File: src/rtl/cla_pkg.sv
package cla_pkg;
  // Operand sense of the adder slices.
  typedef enum logic {OPS_HIGH = 1'b0, OPS_LOW = 1'b1} ops_pol_e;

  localparam int SLICE_W = 4;  // bits per adder slice
  localparam int GROUPS  = 4;  // slices served by one lookahead unit
  localparam int BLOCK_W = SLICE_W * GROUPS;
endpackage

File: src/rtl/cla4_unit.sv
// Four-group lookahead: active-LOW group propagate/generate in,
// active-HIGH carries out, active-LOW block propagate/generate out.
module cla4_unit (
  input  logic [3:0] p_n,
  input  logic [3:0] g_n,
  input  logic       cin,
  output logic       cx,
  output logic       cy,
  output logic       cz,
  output logic       gp_n,
  output logic       gg_n
);
  logic [3:0] p, g;

  assign p = ~p_n;
  assign g = ~g_n;

  assign cx = g[0] | (p[0] & cin);
  assign cy = g[1] | (p[1] & g[0]) | (p[1] & p[0] & cin);
  assign cz = g[2] | (p[2] & g[1]) | (p[2] & p[1] & g[0])
            | (p[2] & p[1] & p[0] & cin);

  assign gg_n = ~(g[3] | (p[3] & g[2]) | (p[3] & p[2] & g[1])
                | (p[3] & p[2] & p[1] & g[0]));
  assign gp_n = ~(&p);
endmodule

File: src/rtl/add4_slice.sv
// 4-bit adder slice exporting active-LOW group propagate/generate.
module add4_slice
  import cla_pkg::*;
#(
  parameter ops_pol_e POL = OPS_HIGH
) (
  input  logic [SLICE_W-1:0] a,
  input  logic [SLICE_W-1:0] b,
  input  logic               cin,
  output logic [SLICE_W-1:0] sum,
  output logic               p_n,
  output logic               g_n
);
  logic [SLICE_W-1:0] at, bt, st, gb, pb, c;
  logic               gacc;

  // Operand sense only changes the bit meaning, never the carry wiring.
  generate
    if (POL == OPS_LOW) begin : g_low
      assign at  = ~a;
      assign bt  = ~b;
      assign sum = ~st;
    end else begin : g_high
      assign at  = a;
      assign bt  = b;
      assign sum = st;
    end
  endgenerate

  assign gb = at & bt;
  assign pb = at | bt;

  always_comb begin
    c[0] = cin;
    for (int i = 1; i < SLICE_W; i++)
      c[i] = gb[i-1] | (pb[i-1] & c[i-1]);
    st = at ^ bt ^ c;
  end

  always_comb begin
    gacc = 1'b0;
    for (int i = 0; i < SLICE_W; i++)
      gacc = gb[i] | (pb[i] & gacc);
  end

  assign g_n = ~gacc;
  assign p_n = ~(&pb);
endmodule

File: src/rtl/cla_block.sv
// One lookahead unit with up to four slices; empty slots are tied so
// that they pass the carry unchanged.
module cla_block
  import cla_pkg::*;
#(
  parameter int       USED = GROUPS,
  parameter ops_pol_e POL  = OPS_HIGH
) (
  input  logic [USED*SLICE_W-1:0] a,
  input  logic [USED*SLICE_W-1:0] b,
  input  logic                    cin,
  output logic [USED*SLICE_W-1:0] sum,
  output logic                    cout,
  output logic [GROUPS-1:0]       slot_cin,
  output logic [GROUPS-1:0]       slot_p_n,
  output logic [GROUPS-1:0]       slot_g_n
);
  logic cx, cy, cz, gp_n, gg_n;

  generate
    for (genvar i = 0; i < GROUPS; i++) begin : g_slot
      if (i < USED) begin : g_slice
        add4_slice #(.POL(POL)) u_slice (
          .a   (a[i*SLICE_W +: SLICE_W]),
          .b   (b[i*SLICE_W +: SLICE_W]),
          .cin (slot_cin[i]),
          .sum (sum[i*SLICE_W +: SLICE_W]),
          .p_n (slot_p_n[i]),
          .g_n (slot_g_n[i])
        );
      end else begin : g_tie
        // propagate asserted, generate negated: a transparent slot
        assign slot_p_n[i] = 1'b0;
        assign slot_g_n[i] = 1'b1;
      end
    end
  endgenerate

  cla4_unit u_la (
    .p_n  (slot_p_n),
    .g_n  (slot_g_n),
    .cin  (cin),
    .cx   (cx),
    .cy   (cy),
    .cz   (cz),
    .gp_n (gp_n),
    .gg_n (gg_n)
  );

  assign slot_cin = {cz, cy, cx, cin};
  assign cout     = ~gg_n | (~gp_n & cin);
endmodule

File: src/rtl/cla_adder.sv
// Hierarchical lookahead adder. WIDTH must be a multiple of SLICE_W.
module cla_adder
  import cla_pkg::*;
#(
  parameter int       WIDTH = 32,
  parameter ops_pol_e POL   = OPS_HIGH
) (
  input  logic             clk,
  input  logic             rst,
  input  logic [WIDTH-1:0] a,
  input  logic [WIDTH-1:0] b,
  input  logic             cin,
  output logic [WIDTH-1:0] sum,
  output logic             cout
);
  localparam int NS = WIDTH / SLICE_W;
  localparam int NB = (NS + GROUPS - 1) / GROUPS;

  logic [NB:0]          blk_c;
  logic [NB*GROUPS-1:0] s_cin, s_p_n, s_g_n;
  logic [WIDTH-1:0]     sum_c;

  assign blk_c[0] = cin;

  generate
    for (genvar k = 0; k < NB; k++) begin : g_blk
      localparam int LEFT = NS - k*GROUPS;
      localparam int USED = (LEFT >= GROUPS) ? GROUPS : LEFT;
      localparam int LO   = k*BLOCK_W;
      cla_block #(.USED(USED), .POL(POL)) u_blk (
        .a        (a[LO +: USED*SLICE_W]),
        .b        (b[LO +: USED*SLICE_W]),
        .cin      (blk_c[k]),
        .sum      (sum_c[LO +: USED*SLICE_W]),
        .cout     (blk_c[k+1]),
        .slot_cin (s_cin[k*GROUPS +: GROUPS]),
        .slot_p_n (s_p_n[k*GROUPS +: GROUPS]),
        .slot_g_n (s_g_n[k*GROUPS +: GROUPS])
      );
    end
  endgenerate

  always_ff @(posedge clk) begin
    if (rst) begin
      sum  <= '0;
      cout <= 1'b0;
    end else begin
      sum  <= sum_c;
      cout <= blk_c[NB];
    end
  end
endmodule

File: config.mk
export PLATFORM = sky130hd
export DESIGN_NAME = cla_adder
export DESIGN_NICKNAME = d
export VERILOG_FILES = /design/src/rtl/cla_pkg.sv /design/src/rtl/cla4_unit.sv /design/src/rtl/add4_slice.sv /design/src/rtl/cla_block.sv /design/src/rtl/cla_adder.sv
export SDC_FILE = /design/constraint.sdc
export NUM_CORES = 1
export LEC_CHECK = 0
export BUFFER_PORTS_ARGS = -buffer_cell sky130_fd_sc_hd__buf_2
export CAP_MARGIN = 10
export CORE_MARGIN = 3
export CORE_UTILIZATION = 51
export DETAILED_ROUTE_END_ITERATION = 8
export PLACE_DENSITY = 0.87
export SYNTH_ARGS = -nofsm -noshare
export SYNTH_HDL_FRONTEND = slang
export SYNTH_SLANG_ARGS = --single-unit
File: constraint.sdc
create_clock -name clk -period 5.8 [get_ports clk]
set_input_delay 0.58 -clock clk [delete_from_list [all_inputs] [get_ports clk]]
set_output_delay 0.58 -clock clk [all_outputs]
set_load 0.005 [all_outputs]
# Yosys cells after proc, flatten, opt, wreduce, memory -nomap -nowiden
# Index checks and enable logic that the tools add are counted.
dict set report classes {
  bitwise_logic 198
  reduce_logical 10
}
# cell n
set op_table {}
lappend op_table {{1-bit bitwise AND} 78}
lappend op_table {{1-bit bitwise OR} 68}
lappend op_table {{4-bit bitwise XOR} 16}
lappend op_table {{4-bit AND reduction} 10}
lappend op_table {{4-bit bitwise AND} 8}
lappend op_table {{4-bit bitwise OR} 8}
lappend op_table {{1-bit NOT} 16}
lappend op_table {{4-bit NOT} 4}
dict set report totals {
  regBits 33
  input_bits 67
  out_inout_bits 33
  elab_cells 210
}

# Logic depth before layout (Yosys ltp)
# Gate-level depths: netlist (run 1).
dict set report depth {
  ltp_word 23
  ltp_mapped 14
  depth_no_buf 14
}

# Hierarchy
# A second synthesis (run 1) with hierarchy kept.
dict set report unflattened {
  hier_cells 343
  hier_area_um2 3076.7
}
# module instances cells_per_inst area_each_um2 seq_area_each_um2
set by_module_without_submodules {}
lappend by_module_without_submodules {add4_slice 8 30 247.7 0.0}
lappend by_module_without_submodules {cla_adder 1 69 889.6 660.6}
lappend by_module_without_submodules {cla4_unit 2 11 60.1 0.0}
lappend by_module_without_submodules {cla_block 2 6 42.5 0.0}

# Least setup slack after synthesis (run 1)
# Ideal clock, no wire load.
dict set report synth_path {
  path_type {input-to-reg}
  startpoint {in a[17]}
  endpoint {reg sum[27]}
  setup_ns 0.128
  t_arrival_ns 3.003
  required_time_ns 5.672
  setup_slack_ns 2.670
  path_stages 14
  path_buffers 0
  cell_sequence {inv_1 ha_1 or4_4 nor2_2 nand2_1 a21oi_2 nand2b_2 a21o_1 fa_1 inv_1 fa_1 fa_1 xor2_1 nor2_1}
}
dict set report synth_between {
  elab_chain_len 19
  word_cells_on_any_way 25
  cone_classes {24 x bitwise; 1 x reduce/logical}
}
# item line
set synth_lines {}
lappend synth_lines {{from (decl)} cla_adder.sv:10} ;# input logic [WIDTH-1:0] a,
lappend synth_lines {{4-bit bitwise OR} add4_slice.sv:31} ;# assign pb = at | bt;
lappend synth_lines {{1-bit bitwise AND} add4_slice.sv:43} ;# gacc = gb[i] | (pb[i] & gacc);
lappend synth_lines {{1-bit bitwise OR} add4_slice.sv:43}
lappend synth_lines {{1-bit bitwise AND} add4_slice.sv:43}
lappend synth_lines {{1-bit bitwise OR} add4_slice.sv:43}
lappend synth_lines {{1-bit bitwise AND} add4_slice.sv:43}
lappend synth_lines {{1-bit bitwise OR} add4_slice.sv:43}
lappend synth_lines {{1-bit NOT} add4_slice.sv:46} ;# assign g_n = ~gacc;
lappend synth_lines {{(+3 left out)} --}
lappend synth_lines {{1-bit bitwise OR *} cla4_unit.sv:19} ;# assign cy = g[1] | (p[1] & g[0]) | (p[1] & p[0] & cin);
lappend synth_lines {{1-bit bitwise AND *} add4_slice.sv:36} ;# c[i] = gb[i-1] | (pb[i-1] & c[i-1]);
lappend synth_lines {{1-bit bitwise OR *} add4_slice.sv:36}
lappend synth_lines {{1-bit bitwise AND *} add4_slice.sv:36}
lappend synth_lines {{1-bit bitwise OR *} add4_slice.sv:36}
lappend synth_lines {{1-bit bitwise AND *} add4_slice.sv:36}
lappend synth_lines {{1-bit bitwise OR *} add4_slice.sv:36}
lappend synth_lines {{4-bit bitwise XOR *} add4_slice.sv:37} ;# st = at ^ bt ^ c;
lappend synth_lines {{to (signal assigned)} cla_adder.sv:48} ;# sum <= sum_c;
lappend synth_lines {{to (decl)} cla_adder.sv:13} ;# output logic [WIDTH-1:0] sum,
# Every way passes the cells marked *; elsewhere a longest branch is shown, timed or not.
# A chain may end at the register's enable or synchronous reset.

# Worst setup path in the final report (run 1)
# Same ends and word-level chain as after synthesis.

==> impl_metrics.py, run 1 <==
metrics = {
    "run_status": {
        "outcome": "complete, no violations",
    },
    "synth": {
        "synth_top_area_share_pct": 27.6,
        "yosysUniqueCellTypes": 34,
        "syn_area_um2": 2900,
        "synth-warning-count": 0,
        "ys_seq_elements": 33,
        "synth_fp_nets": 462,
        "yosysTopAreaCell": "ha_1",
        "yosysSeqAreaShare_pct": 22.7,
        "syn-mean-instance-area_um2": 9.46,
        "postSynthCellCount": 307,
        "netlist_top_cells_area": "ha_1 (28%), dfxtp_1 (23%), fa_1 (17%)",
    },
    "worst_setup_path": {
        "worst_path_most_repeated_cell": "fa_1",
        "crit_chain": "buf_2 -> inv_1 -> ha_1 -> or4_4 -> nor2_2 -> nand2_1 -> a21oi_2 -> nand2b_2 -> a21o_1 -> fa_1 -> inv_1 -> fa_1 -> fa_1 -> xor2_1 -> nor2_1",
        "critPathRequiredTime_ps": 5950,
        "cpMaxStageDelayCell": "or4_4",
        "cp_max_fo": 3,
        "critPathKind": "primary input to register",
        "crit_path_end_kind": "register",
        "crit_path_start_kind": "primary input",
        "arrival_ps": 3360,
        "slowest_delay_ps": 540,
    },
    "floorplan": {
        "die_w_um": 81.5,
        "coreArea_um2": 5300,
        "die_h_um": 81.5,
        "rows": 26,
        "ioPinCount": 100,
        "initial_utilization_pct": 54.8,
        "dieArea_um2": 6640,
    },
    "place": {
        "hpwlAfterDp_um": 5020,
        "gp_congestion": 0.798,
        "portBuffers": 99,
        "dp_slack_ps": 2280,
        "numPlacedInstances": 473,
    },
    "grt": {
        "grt.total_usage_pct": 18.4,
        "grt_overflow": 0,
        "grt_max_degree": 35,
        "grt_pass1_vias": 2289,
        "grt_pass1_wl_um": 9410,
        "antenna_found_initial": 0,
    },
    "route": {
        "wirelength_um": 5670,
        "vias": 2201,
        "drc": 0,
        "postRouteAntennaNets": 0,
        "drtIter0Drc": 36,
        "wl_per_cell_um": 11.8,
        "first_pass_iters": 4,
        "viasPerCell": 4.58,
    },
    "clocking": {
        "cts_buffer_depth": 2,
        "hold_buffers": 0,
        "htree_levels": 2,
        "cts_setup_buffers": 0,
        "clock-root-buffer": "clkbuf_8",
        "numCtsBuffers": 5,
        "clk_pin_slew_ps": 70,
        "cts_tree": "built",
        "clock_sinks": 33,
        "cts_resized": 0,
    },
    "run": {
        "drv_cap": 0,
    },
    "timing": {
        "min_period_ps": 3210,
        "holdWs_ps": 697,
        "timing.final.ws_setup_ps": 2590,
        "finalSetupViolations": 0,
        "fin_crit_sh_pct": 55.3,
        "maxSlewViolCount": 0,
        "hold_viol_final": 0,
        "grt_setup_unrepaired": "false",
        "fmax_mhz": 312,
        "worstMarginPinSlew_ps": 648,
        "setup-tns-final_ps": 0,
        "slew_headroom_pct": 56.8,
    },
    "cells_and_area": {
        "fin_cells": 481,
        "drive_gt1_share_pct": 29.7,
        "area_growth_pct": 23.7,
        "finalNetCount": 565,
        "antenna_cells": 0,
    },
    "pwr": {
        "p_leak_uw": 0.00204,
        "peakVddDrop_uv": 110,
        "power_density_nw_per_um2": 197,
        "power_uw": 706,
    },
    "hold_path": {
        "hold_class": "primary input to register",
    },
}
[state kept, by name (all words and copies together), names as in the netlist]
signal / count
cout: 1
sum: 32
[where the power goes]
group,total (µW),switching [µW],internal [µW],leakage (µW)
clock,226,86.1,140,0.0000585
sequential,265,7.36,258,0.000275
combinational,214,108,106,0.00171
total,706,202,504,0.00204
[routing by layer]
metal	share of wire (%)	global-route usage [%]	wire length, µm
met2	52	34.3	2950
met1	40	20.1	2260
met5	0	0	0
met4	1.6	5.74	90
met3	6.5	4.71	366
[cell type report]
cell class / instances / area [µm²]
Multi-Input combinational cell: 190 / 1930
Fill cell: 431 / 1710
Sequential cell: 33 / 661
Timing Repair Buffer: 99 / 495
Inverter: 81 / 304
Tap cell: 70 / 87.6
Clock buffer: 7 / 86.3
Clock inverter: 1 / 30.0
[layout by cell type (no fill, tap or decap), drive strengths merged, types with 3 or more instances in the layout]
cell type  synthesis  routed
a21o               3       3
a21oi             14      14
buf                0      99
clkbuf             3       7
dfxtp             33      33
fa                24      24
ha                64      64
inv               81      81
nand2              5       5
nor2              21      21
nor2b             22      22
nor4               5       5
o21ai              8       8
or4                3       3
xnor2              6       6
[kinds of logic after synthesis]
group           after synthesis  share of synthesized area [%]
buf+inv                      84                           10.9
simple gates                 62                           11.6
compound gates               32                           8.27
fa+ha+maj                    88                           44.1
flops                        33                           22.7
xor+xnor                      8                           2.41
[synth_stat cells]
master,number
a21boi_2,1
a21o_1,2
a21o_2,1
a21oi_1,9
a21oi_2,4
a21oi_4,1
a221oi_1,1
and2_1,1
clkbuf_1,3
dfxtp_1,33
fa_1,24
ha_1,64
inv_1,81
nand2_1,5
nand2b_1,1
nand2b_2,1
nor2_1,20
nor2_2,1
nor2b_1,22
nor3_1,2
nor4_1,5
o211ai_1,1
o21a_1,1
o21ai_0,2
o21ai_1,2
o21ai_2,3
o21ai_4,1
o21bai_1,1
o31ai_1,2
or2_2,1
or4_1,1
or4_4,2
xnor2_1,6
xor2_1,2
[worst max-delay path, delay by kind of cell]
family / cells / cell delay [ps]
xor+xnor: 1 / 160
simple gates: 5 / 940
compound gates: 2 / 300
buf+inv: 3 / 220
fa+ha+maj: 4 / 1150
[metrics by stage]
step                      instance area (µm²)  util [%]
final                                    3590      67.7
after global routing                     3590      67.7
after CTS                                3590      67.7
after detailed placement                 3480      65.5
after global placement                   3480      65.5
after floorplan                          2900         -
[path summary, 6_finish.rpt]
check / from / to / slack (ps) / cells past startpoint
worst max-delay path: a[17] / sum[27] / 2590 / 15
worst min-delay path: cin / sum[0] / 700 / 4
Note: power is estimated with default switching activity, not from simulation.
==> run 2: changes to the inputs <==
==> constraint.sdc (replaced) <==
create_clock -name clk -period 3 [get_ports clk]
set_input_delay 0.3 -clock clk [delete_from_list [all_inputs] [get_ports clk]]
set_output_delay 0.3 -clock clk [all_outputs]
set_load 0.005 [all_outputs]
==> run 2 against run 1 <==
  * Count of clock-buffer cells in the layout fell by 2
  * Critical endpoint is now sum[26]
  * Total power rose by 83%
  * Highest routed layer unchanged
  * Die area did not move
  * Via count rose by 2.8%
==> impl_metrics.py, run 2 (synthesis gave the netlist of run 1 again) <==
metrics = {
    "worst_setup_path": {
        "crit_chain": "buf_2 -> inv_1 -> ha_1 -> or4_4 -> nor2_4 -> a21boi_4 -> nor3_2 -> nand2b_4 -> a21o_1 -> fa_1 -> inv_1 -> fa_2 -> fa_2 -> nor2_1",
        "crit_path_start_kind": "primary input",
        "cp_max_fo": 3,
        "slowest_delay_ps": 560,
        "arrival_ps": 2930,
        "crit_family": "adder cells",
        "crit_path_end_kind": "register",
        "cpMaxStageDelayCell": "or4_4",
        "path_buf_inv": 3,
        "critPathKind": "primary input to register",
        "cp-startpoint": "a[15]",
        "crit_end": "sum[26]",
        "critical_path_depth": 14,
        "critPathRequiredTime_ps": 3150,
    },
    "cells_and_area": {
        "area_growth_pct": 28.8,
        "fin_cells": 501,
        "layout_common_cells": "buf_2 (99), inv_1 (81), ha_1 (64)",
        "largest_register": "sum",
        "antenna_cells": 0,
        "largest_register_ffs": 32,
        "final_common_cell": "buf_2",
        "reg_top3": "sum (32), cout (1)",
        "finalNetCount": 585,
        "drive_gt1_share_pct": 33.9,
        "fill_cells": 404,
    },
    "place": {
        "hpwlAfterDp_um": 5320,
        "dp_slack_ps": -156,
        "gp_congestion": 0.813,
        "numPlacedInstances": 493,
        "portBuffers": 99,
    },
    "floorplan": {
        "coreArea_um2": 5300,
        "dieArea_um2": 6640,
        "initial_utilization_pct": 54.8,
        "die_h_um": 81.5,
        "die_w_um": 81.5,
        "rows": 26,
        "ioPinCount": 100,
    },
    "route": {
        "vias": 2263,
        "drtIter0Drc": 30,
        "wl_per_cell_um": 11.9,
        "drc": 0,
        "postRouteAntennaNets": 0,
        "wirelength_um": 5980,
        "first_pass_iters": 4,
        "viasPerCell": 4.52,
    },
    "grt": {
        "grt_pass1_wl_um": 10100,
        "grt_max_degree": 35,
        "grt.total_usage_pct": 19.5,
        "grt_overflow": 0,
        "antenna_found_initial": 0,
        "grt_pass1_vias": 2432,
    },
    "run": {
        "drv_cap": 0,
    },
    "pwr": {
        "p_leak_uw": 0.00213,
        "power_density_nw_per_um2": 345,
        "peakVddDrop_uv": 229,
    },
    "timing": {
        "hold_viol_final": 0,
        "fin_crit_sh_pct": 92.8,
        "min_period_ps": 2780,
        "worstMarginPinSlew_ps": 643,
        "slew_headroom_pct": 57.1,
        "finalSetupViolations": 0,
        "maxSlewViolCount": 0,
        "grt_setup_unrepaired": "false",
        "timing.final.ws_setup_ps": 217,
        "fmax_mhz": 359,
    },
    "clocking": {
        "cts_tree": "built",
        "clock_sinks": 33,
        "clk_pin_slew_ps": 80,
        "clock-root-buffer": "clkbuf_8",
        "htree_levels": 2,
        "hold_buffers": 0,
        "cts_setup_buffers": 0,
        "numCtsBuffers": 5,
        "cts_buffer_depth": 2,
    },
    "run_status": {
        "outcome": "complete, no violations",
    },
    "hold_path": {
        "hold_class": "primary input to register",
    },
}
run 2: cell types whose count changed in the layout (fill, tap and decap cells not counted), sizes merged:
cell,change
buf,+20
bufinv,-1
clkbuf,-2
clkinv,+2
clkinvlp,+1
run 2: area by class of cell:
type                            count  area, µm²  area share, %
Multi-Input combinational cell    190       1960           52.3
Sequential cell                    33        661           17.7
Timing Repair Buffer              119        646           17.3
Inverter                           81        304           8.13
Tap cell                           70       87.6           2.34
Clock buffer                        5       68.8           1.84
Clock inverter                      3       17.5          0.468
run 2: worst min-delay path, cell delays in order:
cell,delay [ps]
buf_2,110
fa_1,150
nor2b_1,110
run 2: worst min path at each step:
stage,startpoint,end,slack [ps],depth (start not counted)
2_1_floorplan,rst,sum[21],370,1
3_3_place_gp,cout,cout,680,1
3_5_place_dp,sum[2],sum[2],680,1
4_1_cts,b[8],sum[8],410,3
5_1_grt,b[8],sum[8],450,3
6_report,b[9],sum[9],420,3
run 2: layer usage:
layer  GRT usage (%)  up-vias  routed length, µm
li1                -     1153                  -
met1            21.0     1045               2360
met2            39.0       60               3230
met3            3.73        5                333
met4            3.72        0                 46
met5               0        -                  0
run 2: through the flow:
step	hold WS [ps]	area, µm²	TNS, ps	utilization [%]	power, µW
final	419	3740	0	70.5	1290
after floorplan	372	2900	0	-	757
after global routing	450	3740	0	70.5	1400
after global placement	677	3630	-89.2	68.4	947
after detailed placement	676	3630	-591	68.4	974
after CTS	415	3710	0	70.0	1310
run 2: what timing repair did:
| action | in CTS | in global routing |
|---|---|---|
| gates resized for setup | 0 | 6 |
| endpoints found under the hold margin | 0 | 0 |
| setup endpoints to repair | 0 | 1 |
run 2: power by group:
part	leakage, µW	internal, µW	total (µW)	switching, µW
Clock	0.0000439	160	330	170
Sequential	0.000275	499	513	14.5
Combinational	0.00181	228	448	220
Total	0.00213	887	1290	405
==> run 3: changes to the inputs <==
--- a/config.mk
+++ b/config.mk
@@ -5,12 +5,12 @@
 export SDC_FILE = /design/constraint.sdc
 export NUM_CORES = 1
 export LEC_CHECK = 0
-export BUFFER_PORTS_ARGS = -buffer_cell sky130_fd_sc_hd__buf_2
 export CAP_MARGIN = 10
 export CORE_MARGIN = 3
-export CORE_UTILIZATION = 51
+export CORE_UTILIZATION = 60
 export DETAILED_ROUTE_END_ITERATION = 8
-export PLACE_DENSITY = 0.87
+export DONT_BUFFER_PORTS = 1
+export PLACE_DENSITY = 0.82
 export SYNTH_ARGS = -nofsm -noshare
 export SYNTH_HDL_FRONTEND = slang
 export SYNTH_SLANG_ARGS = --single-unit
==> run 3 against run 2 <==
  * Utilization shrank 2.6 points
  * Wire length shrank 17%
  * Die area shrank 14%
  * Sequential cell count is the same
  * Final cell count shrank 27%
  * Largest cell class unchanged
  * Worst hold slack lost 340 ps
  * Setup slack gained 91 ps
  * Critical endpoint is now sum[31]
  * Maximum frequency grew 3.4%
  * Global-route usage shrank 1.2 points
==> impl_metrics.py, run 3 (synthesis gave the netlist of run 1 again) <==
metrics = {
    "hold_path": {
        "holdPathStages": 1,
        "min_to": "sum[12]",
        "hold_class": "primary input to register",
        "hold_path.startpoint": "rst",
    },
    "pwr": {
        "peakVddDrop_uv": 197,
        "switching_share_pct": 27.6,
        "p_leak_uw": 0.00162,
        "power_density_nw_per_um2": 370,
        "p_int_uw": 821,
        "power.share.clock_pct": 29.2,
        "switching_power_uw": 312,
        "seq_power_share_pct": 47.0,
        "combPwrFrac_pct": 23.7,
    },
    "clocking": {
        "cts_tree": "built",
        "clk_pin_slew_ps": 70,
        "numCtsBuffers": 5,
        "cts_buffer_depth": 2,
        "htree_levels": 2,
        "cts_setup_buffers": 0,
        "clock_sinks": 33,
        "hold_buffers": 0,
        "clock-root-buffer": "clkbuf_8",
        "cts_resized": 0,
    },
    "worst_setup_path": {
        "cpMaxStageDelayCell": "or4_4",
        "crit_path_end_kind": "register",
        "critPathKind": "primary input to register",
        "critPathRequiredTime_ps": 3170,
        "slowest_delay_ps": 550,
        "cp_max_fo": 3,
        "crit_chain": "inv_1 -> ha_1 -> or4_4 -> nor2_2 -> nand2_1 -> a21oi_2 -> buf_4 -> o21ai_2 -> nand2_1 -> fa_1 -> inv_1 -> fa_1 -> fa_1 -> xor2_1 -> nor2_1",
        "crit_path_start_kind": "primary input",
        "arrival_ps": 2870,
        "worst_path_most_repeated_cell": "fa_1",
    },
    "timing": {
        "fmax_mhz": 371,
        "setup-tns-final_ps": 0,
        "grt_setup_unrepaired": "false",
        "slew_headroom_pct": 72.4,
        "fin_crit_sh_pct": 89.7,
        "min_period_ps": 2690,
        "maxSlewViolCount": 0,
        "hold_viol_final": 0,
        "finalSetupViolations": 0,
        "worstMarginPinSlew_ps": 410,
        "timing.final.ws_setup_ps": 308,
    },
    "floorplan": {
        "initial_utilization_pct": 64.5,
        "coreArea_um2": 4500,
        "ioPinCount": 100,
        "die_h_um": 75.6,
        "die_w_um": 75.6,
        "rows": 24,
        "dieArea_um2": 5710,
    },
    "route": {
        "postRouteAntennaNets": 0,
        "vias": 1826,
        "wl_per_cell_um": 13.6,
        "drtIter0Drc": 22,
        "viasPerCell": 5.00,
        "drc": 0,
        "first_pass_iters": 4,
        "wirelength_um": 4970,
    },
    "place": {
        "hpwlAfterDp_um": 4370,
        "dpl_cell_area_um2": 2970,
        "dp_slack_ps": -2.00,
        "portBuffers": 0,
        "gp_congestion": 0.771,
    },
    "cells_and_area": {
        "largest_register": "sum",
        "fill_cells": 354,
        "drive_gt1_share_pct": 7.67,
        "final_common_cell": "inv_1",
        "reg_top3": "sum (32), cout (1)",
        "antenna_cells": 0,
        "design_area_um2": 3060,
        "layout_common_cells": "inv_1 (81), ha_1 (64), dfxtp_1 (33)",
        "finalNetCount": 468,
        "area_growth_pct": 5.34,
        "largest_register_ffs": 32,
        "final_util_pct": 67.9,
    },
    "grt": {
        "grt_overflow": 0,
        "grt.total_usage_pct": 18.3,
        "grt_pass1_wl_um": 7910,
        "antenna_found_initial": 0,
        "grt_max_degree": 35,
        "grt_pass1_vias": 1903,
    },
    "run": {
        "drv_cap": 0,
    },
    "run_status": {
        "outcome": "complete, no violations",
    },
}
## run 3: cell count changes in the layout (fill, tap and decap cells not counted), sizes merged
cell and change:
buf -117, clkbuf +2, clkinv -2, clkinvlp -1
## run 3: worst max path at each step
stage,cells after the start,slack (ps),start,end
6_report,15,310,a[15],sum[31]
3_3_place_gp,15,70,a[17],sum[31]
2_1_floorplan,14,150,a[17],sum[27]
4_1_cts,14,300,a[15],sum[27]
5_1_grt,14,120,a[1],sum[27]
3_5_place_dp,14,-2,a[15],sum[27]
## run 3: stage by stage
stage | std cells | power (µW) | hold WS [ps]
2_1_floorplan | 307 | 757 | 372
3_3_place_gp | 358 | 803 | 371
3_5_place_dp | 358 | 819 | 373
4_1_cts | 365 | 1150 | 72.0
5_1_grt | 365 | 1220 | 68.2
6_report | 365 | 1130 | 82.1
## run 3: critical path: cells and delay by family
kind / cells / cell delay, ps
simple gates: 5 / 890
compound gates: 2 / 190
fa+ha+maj: 4 / 1170
buf+inv: 3 / 190
xor+xnor: 1 / 140
## run 3: metal layers
layer	wire length (µm)	GRT usage, %	vias to the layer above
li1	-	-	913
met1	1800	18.9	844
met2	2630	34.2	63
met3	475	6.99	6
met4	68	5.24	0
met5	0	0	-
## run 3: power by group through the flow
stage	clock [µW]	combinational (µW)	sequential [µW]
floorplan	0	225	533
CTS	341	277	535
finish	331	269	533
global route	359	316	542
global placement	0	260	544
detailed placement	0	275	544
## run 3: area by class of cell
cell class | instances | area, µm² | area share (%)
clock buffers | 7 | 86.3 | 2.82
repair buffers | 2 | 15.0 | 0.491
inverters | 81 | 304 | 9.94
well taps | 52 | 65.1 | 2.13
multi-input cells | 190 | 1930 | 63.0
flip-flops and latches | 33 | 661 | 21.6
